===== src/rtl/mshr_cost_pkg.sv =====
package mshr_cost_pkg;

  // Fixed-point share of one cycle split across n live demand misses.
  function automatic int unsigned share_of(input int unsigned n, input int unsigned frac_w);
    if (n == 0) return 0;
    return (32'd1 << frac_w) / n;
  endfunction

endpackage


===== src/rtl/mshr_free_picker.sv =====
module mshr_free_picker #(
  parameter int N     = 8,
  parameter int IDX_W = $clog2(N)
) (
  input  logic [N-1:0]     live,
  output logic             any_free,
  output logic [IDX_W-1:0] pick
);
  always_comb begin
    any_free = 1'b0;
    pick     = '0;
    for (int i = N - 1; i >= 0; i--) begin
      if (!live[i]) begin
        any_free = 1'b1;
        pick     = IDX_W'(i);
      end
    end
  end
endmodule


===== src/rtl/mshr_share_unit.sv =====
module mshr_share_unit #(
  parameter int N      = 8,
  parameter int FRAC_W = 6,
  parameter int COST_W = 16
) (
  input  logic [N-1:0]      demand_live,
  output logic [COST_W-1:0] share
);
  import mshr_cost_pkg::*;
  localparam int CNT_W = $clog2(N + 1);

  logic [CNT_W-1:0] cnt;

  always_comb begin
    cnt = '0;
    for (int i = 0; i < N; i++) cnt = cnt + CNT_W'(demand_live[i]);
  end

  logic [COST_W-1:0] table_q [N+1];
  generate
    for (genvar k = 0; k <= N; k++) begin : g_tab
      assign table_q[k] = COST_W'(share_of(k, FRAC_W));
    end
  endgenerate

  always_comb begin
    share = '0;
    for (int k = 1; k <= N; k++) begin
      if (32'(cnt) == k) share = table_q[k];
    end
  end
endmodule


===== src/rtl/mshr_cost_quantizer.sv =====
module mshr_cost_quantizer #(
  parameter int COST_W     = 16,
  parameter int FRAC_W     = 6,
  parameter int BIN_CYCLES = 60,
  parameter int Q_W        = 3
) (
  input  logic [COST_W-1:0] cost,
  output logic [Q_W-1:0]    level
);
  localparam int INT_W  = COST_W - FRAC_W;
  localparam int LEVELS = 1 << Q_W;

  logic [INT_W-1:0]  whole;
  logic [LEVELS-1:1] over;

  assign whole = cost[COST_W-1:FRAC_W];

  generate
    for (genvar b = 1; b < LEVELS; b++) begin : g_bin
      localparam int EDGE = BIN_CYCLES * b;
      if (EDGE >= (1 << INT_W)) begin : g_unreach
        assign over[b] = 1'b0;
      end else begin : g_cmp
        assign over[b] = (whole >= INT_W'(EDGE));
      end
    end
  endgenerate

  always_comb begin
    level = '0;
    for (int b = 1; b < LEVELS; b++) level = level + Q_W'(over[b]);
  end
endmodule


===== src/rtl/mshr_entry.sv =====
module mshr_entry #(
  parameter int ADDR_W = 32,
  parameter int COST_W = 16
) (
  input  logic              clk,
  input  logic              rst_n,
  input  logic              alloc_en,
  input  logic              alloc_demand,
  input  logic [ADDR_W-1:0] alloc_addr,
  input  logic              retire_en,
  input  logic [COST_W-1:0] share,
  output logic              live,
  output logic              demand,
  output logic [ADDR_W-1:0] addr,
  output logic [COST_W-1:0] cost_now
);
  logic [COST_W-1:0] cost_q;
  logic [COST_W:0]   sum;
  logic [COST_W-1:0] inc;

  assign inc      = (live && demand) ? share : '0;
  assign sum      = {1'b0, cost_q} + {1'b0, inc};
  assign cost_now = sum[COST_W] ? '1 : sum[COST_W-1:0];

  always_ff @(posedge clk) begin
    if (!rst_n) begin
      live   <= 1'b0;
      demand <= 1'b0;
      addr   <= '0;
      cost_q <= '0;
    end else if (alloc_en) begin
      live   <= 1'b1;
      demand <= alloc_demand;
      addr   <= alloc_addr;
      cost_q <= '0;
    end else if (retire_en) begin
      live   <= 1'b0;
      cost_q <= '0;
    end else if (live && demand) begin
      cost_q <= cost_now;
    end
  end

  // a prefetch slot never holds cost
  a_r8_prefetch_flat: assert property (@(posedge clk) disable iff (!rst_n)
    (live && !demand) |-> (cost_q == '0));

  // a lone or shared demand slot grows while it stays live
  a_r6_cost_grows: assert property (@(posedge clk) disable iff (!rst_n)
    (live && demand && !alloc_en && !retire_en && share != '0 && cost_q != '1)
      |=> (cost_q > $past(cost_q)));
endmodule


===== src/rtl/mshr_cost_tracker.sv =====
module mshr_cost_tracker #(
  parameter int N          = 8,
  parameter int ADDR_W     = 32,
  parameter int FRAC_W     = 6,
  parameter int INT_W      = 10,
  parameter int BIN_CYCLES = 60,
  parameter int Q_W        = 3,
  parameter int IDX_W      = $clog2(N)
) (
  input  logic              clk,
  input  logic              rst_n,
  input  logic              alloc_valid,
  output logic              alloc_ready,
  input  logic              alloc_demand,
  input  logic [ADDR_W-1:0] alloc_addr,
  output logic [IDX_W-1:0]  alloc_idx,
  output logic              full,
  input  logic              done_valid,
  input  logic [IDX_W-1:0]  done_idx,
  output logic              ret_valid,
  output logic [ADDR_W-1:0] ret_addr,
  output logic [Q_W-1:0]    ret_cost
);
  localparam int COST_W = INT_W + FRAC_W;

  logic [N-1:0]      live_q, demand_q;
  logic [ADDR_W-1:0] addr_q   [N];
  logic [COST_W-1:0] cost_now [N];
  logic [COST_W-1:0] share;
  logic              any_free, alloc_fire, done_ok;
  logic [ADDR_W-1:0] done_addr;
  logic [COST_W-1:0] done_cost;
  logic [Q_W-1:0]    done_level;

  mshr_free_picker #(.N(N), .IDX_W(IDX_W)) i_picker (
    .live(live_q), .any_free(any_free), .pick(alloc_idx));

  mshr_share_unit #(.N(N), .FRAC_W(FRAC_W), .COST_W(COST_W)) i_share (
    .demand_live(live_q & demand_q), .share(share));

  assign alloc_ready = any_free;
  assign full        = !any_free;
  assign alloc_fire  = alloc_valid && any_free;

  generate
    for (genvar i = 0; i < N; i++) begin : g_slot
      mshr_entry #(.ADDR_W(ADDR_W), .COST_W(COST_W)) i_entry (
        .clk(clk), .rst_n(rst_n),
        .alloc_en(alloc_fire && (alloc_idx == IDX_W'(i))),
        .alloc_demand(alloc_demand), .alloc_addr(alloc_addr),
        .retire_en(done_valid && (done_idx == IDX_W'(i))),
        .share(share),
        .live(live_q[i]), .demand(demand_q[i]),
        .addr(addr_q[i]), .cost_now(cost_now[i]));
    end
  endgenerate

  always_comb begin
    done_ok   = 1'b0;
    done_addr = '0;
    done_cost = '0;
    for (int i = 0; i < N; i++) begin
      if (done_idx == IDX_W'(i)) begin
        done_ok   = done_valid && live_q[i];
        done_addr = addr_q[i];
        done_cost = cost_now[i];
      end
    end
  end

  mshr_cost_quantizer #(.COST_W(COST_W), .FRAC_W(FRAC_W),
    .BIN_CYCLES(BIN_CYCLES), .Q_W(Q_W)) i_quant (
    .cost(done_cost), .level(done_level));

  always_ff @(posedge clk) begin
    if (!rst_n) begin
      ret_valid <= 1'b0;
      ret_addr  <= '0;
      ret_cost  <= '0;
    end else begin
      ret_valid <= done_ok;
      if (done_ok) begin
        ret_addr <= done_addr;
        ret_cost <= done_level;
      end
    end
  end

  // the offered slot is free
  a_r2_pick_free: assert property (@(posedge clk) disable iff (!rst_n)
    alloc_fire |=> live_q[$past(alloc_idx)]);

  // a full file with no retire keeps its slots
  a_r3_full_hold: assert property (@(posedge clk) disable iff (!rst_n)
    (full && !done_ok) |=> $stable(live_q));

  // retire of a live slot reports its address next cycle
  a_r4_ret_addr: assert property (@(posedge clk) disable iff (!rst_n)
    done_ok |=> (ret_valid && ret_addr == $past(done_addr)));

  // retire of a free slot is dropped
  a_r5_ignore_free: assert property (@(posedge clk) disable iff (!rst_n)
    (done_valid && !done_ok) |=> !ret_valid);

  // large costs land in the top level
  a_r9_top_level: assert property (@(posedge clk) disable iff (!rst_n)
    (done_ok && 32'(done_cost[COST_W-1:FRAC_W]) >= BIN_CYCLES * ((1 << Q_W) - 1))
      |=> (ret_cost == '1));
endmodule


===== config.mk =====
export PLATFORM = sky130hd
export DESIGN_NAME = mshr_cost_tracker
export DESIGN_NICKNAME = d
export VERILOG_FILES = /design/src/rtl/mshr_cost_pkg.sv /design/src/rtl/mshr_free_picker.sv /design/src/rtl/mshr_share_unit.sv /design/src/rtl/mshr_cost_quantizer.sv /design/src/rtl/mshr_entry.sv /design/src/rtl/mshr_cost_tracker.sv
export SDC_FILE = /design/constraint.sdc
export NUM_CORES = 1
export LEC_CHECK = 0
export CAP_MARGIN = 5
export CORE_MARGIN = 8
export CORE_UTILIZATION = 62
export CTS_CLUSTER_DIAMETER = 150
export DETAILED_ROUTE_END_ITERATION = 10
export PLACE_DENSITY_LB_ADDON = 0.1
export SLEW_MARGIN = 20
export SYNTH_ARGS = -nofsm -noshare
export SYNTH_HDL_FRONTEND = slang
export SYNTH_SLANG_ARGS = --single-unit

===== constraint.sdc =====
create_clock -name clk -period 10.7 [get_ports clk]
set_input_delay 1.07 -clock clk [delete_from_list [all_inputs] [get_ports clk]]
set_output_delay 1.07 -clock clk [all_outputs]
set_load 0.05 [all_outputs]

==> results.yml <==
status:
  status: "complete, no violations"
flow_run:
  max_cap_viol_count: 0
routing:
  drt-wirelength-per-cell_um: 21.03
  vias_per_cell: 6.411
  first_pass_iters: 8
  dr_total_vias: 22680
  drc: 0
  postRouteWirelength_um: 74370
  drtIter0Drc: 2217
  ant_nets: 0
layout:
  area_growth_pct: 10.51
  drive_above_1_share_pct: 5.587
  stdcell_area_mm2: 0.02625
  finalNetCount: 3103
  layout_commonest_cell: "nand2_1"
  final_cell_mix: "nand2_1 (666), dfxtp_1 (436), nor2_1 (242)"
  final_util_pct: 69.69
logic_synthesis:
  syn_nets: 3149
  synth.distinct_cells: 86
  synthArstFlopShare_pct: 0
  ys_seq_area_share_pct: 36.75
  netlist_instances: 3032
  yosys_warnings: 0
  synth-seq-cells: 436
  synth_area_mm2: 0.02375
  postSynthAreaPerCell_um2: 7.834
  synth_edf_count: 0
  synth_ff_type: "dfxtp_1"
global_routing:
  grt_pass1_wl_um: 116800
  overflow: 0
  antenna_found_initial: 3
  grt_pass1_vias: 21500
  grt_max_degree: 134
  grt_usage_pct: 32.21
floorplan:
  num_rows: 71
  coreArea_mm2: 0.03767
  start_util_pct: 63.06
  die_h_um: 211.7
  ios: 81
  die_area_mm2: 0.04483
  die_x_um: 211.7
timing:
  fin_ws_ps: 739.6
  tightestPinTransition_ps: 1101
  fin_tns_setup_ps: 0
  slew_viol_final: 0
  maxSlewHeadroom_pct: 26.32
  period_minus_slack_ps: 9960
  clock.fmax_mhz: 100.4
  setup_viol: 0
  finalHoldViolations: 0
  rsz0062_at_grt: "no"
  finClkSkew_ps: 8.893
  finalCritPeriodShare_pct: 93.09
placement:
  postPlaceCellArea_mm2: 0.02461
  dp_hpwl_um: 47340
  dp_slack_ps: 824.9
  place_congestion: 0.9955
  io_buffers: 80
clock_network:
  path_clk_slew_ps: 60
  cts_buffers: 47
  ctsResizeCount: 0
  insertion_delay_ps: 600
  cts_tree: "done"
  cts_hold_buf: 0
  cts_sinks: 436
  cts_max_path_buffers: 3
  cts.root.buffer_cell: "clkbuf_16"
  htree_levels: 2
  post_cts_buffers: 0
pwr:
  power.switching_w: 0.0008775
  comb_power_share_pct: 7.1
  p_per_area_mw_per_mm2: 137.6
  p_int_w: 0.002735
  power_frac_clock_pct: 47.1
  swShare_pct: 24.29
  p_total_w: 0.003612
  ir_drop_uv: 126.4
  pwr-share-seq_pct: 45.7
  leakagePower_nw: 9.321
setup_path:
  cp_common_cell: "fa_1"
  crit_start: "g_slot[0].i_entry.live"
  worst-path-max-fanout: 14
  critical_path_class: "reg -> reg"
  start_kind: "flip-flop"
  crit_slowest_cell: "fa_1"
  ff2ff_setup_slack_ps: 740
  cp-end-kind: "flip-flop"
  cp_data_required_time_ps: 11190
  critPathMaxStageDelay_ps: 550
  arrival_ps: 10450
  reg2reg_from: "g_slot[0].i_entry.live"
worst_hold_path:
  holdCritStartpoint: "g_slot[4].i_entry.addr[6]"
  hp-class: "reg -> reg"
-- cell usage after synthesis (6+ instances only) --
master      n  area (um2)
nand2_1   667        2504
a21oi_1   144       720.7
fa_1       15       300.3
nor3_1     61       305.3
o221ai_1   29       254.0
nor2b_1    13       81.33
nor4_1     10       62.56
o31ai_1    12       90.09
ha_1       62       775.7
or3_1      18       112.6
a31oi_1    15       93.84
and4_1     10       87.58
o21ai_0   120       600.6
buf_4      28       210.2
nand3_1    96       480.5
and3_1     20       125.1
buf_2      15       75.07
o31a_1      9       78.83
nand2b_1   17       106.4
a22oi_1    47       352.8
a21boi_0  238        1787
xor2_1     24       210.2
a211o_1    14       122.6
a311oi_1   30       262.8
o21a_1     20       150.1
o211a_1    37       370.4
and2_1     18       112.6
buf_1       9       33.78
nor2_1    245       919.6
clkbuf_1  165       619.3
a221oi_1    6       52.55
a211oi_1   38       285.3
a21o_1     18       135.1
a21boi_1   32       240.2
o21bai_1    7       52.55
o211ai_1   15       112.6
mux4_2      6       135.1
mux2i_1    53       530.5
o21ai_1    16       80.08
nor3b_1     6       45.04
dfxtp_1   436        8728
nand4_1    18       112.6
xnor2_1    29       254.0
inv_1      49       183.9
o22ai_1    19       118.9
-- power groups by stage --
stage          Clock [W]  Combinational, W  Sequential, W
2_1_floorplan          0          0.000161        0.00170
3_3_place_gp           0          0.000248        0.00169
3_5_place_dp           0          0.000252        0.00169
4_1_cts          0.00172          0.000254        0.00165
5_1_grt          0.00179          0.000275        0.00165
6_report         0.00170          0.000258        0.00165
-- per-stage QoR --
stage,instances,hold WS (ps)
3_5_place_dp,3448,443.4
2_1_floorplan,3032,431.9
5_1_grt,3537,476.5
6_report,3537,452.3
4_1_cts,3536,451.9
3_3_place_gp,3448,437.3
-- sequential cells by signal, indices dropped and copies added, names as in the netlist --
signal and cells:
ret_cost 3, ret_valid 1, ret_addr 32, g_slot.i_entry.addr 256
g_slot.i_entry.demand 8, g_slot.i_entry.cost_q 128, g_slot.i_entry.live 8
-- per-layer routing --
| metal | routed length (um) | global-route usage (%) | up-vias |
|---|---|---|---|
| li1 | - | - | 10630 |
| met1 | 30580 | 40.79 | 10790 |
| met2 | 33820 | 52.36 | 1013 |
| met3 | 6279 | 5.664 | 241 |
| met4 | 3670 | 16.27 | 4 |
| met5 | 24 | 0 | - |
-- final timing paths --
check | to | depth (start not counted)
max reg2reg | ret_cost[2] | 32
min reg2reg | g_slot[4].i_entry.addr[6] | 2
max | ret_cost[2] | 32
min | g_slot[4].i_entry.addr[6] | 2
-- critical path, delay by kind of cell, from the launching register on --
family,cells,cell delay [ps]
adder cells (fa/ha/maj),11,4450
AO/OA/AOI/OAI,8,2300
AND/OR/NAND/NOR,6,1460
buffers and inverters,4,740
flip-flops,1,460
XOR/XNOR,3,440
-- cells by family (layout without fill, tap and decap cells) --
logic type                 after synthesis  count (layout)  synth area share, %
DFF                                    436             436                36.75
adders and majority gates               77              77                4.530
muxes                                   63              63                2.992
xor gates and xnor gates                53              53                1.954
other                                    0               1                    0
buffers and inverters                  274             267                4.878
AOI/OAI and AO/OA                      912             912                27.02
and+or+nand+nor                       1217            1217                21.88
-- cell type report --
class | instances | area [um2]
diodes | 1 | 2.502
clock buffers | 76 | 1456
clock inverters | 12 | 175.2
fillers | 3141 | 11420
inverters | 52 | 195.2
multi-input cells | 2322 | 13910
flip-flops and latches | 436 | 8728
well taps | 511 | 639.4
repair buffers | 127 | 1142
Power figures use the tool's default switching activity.
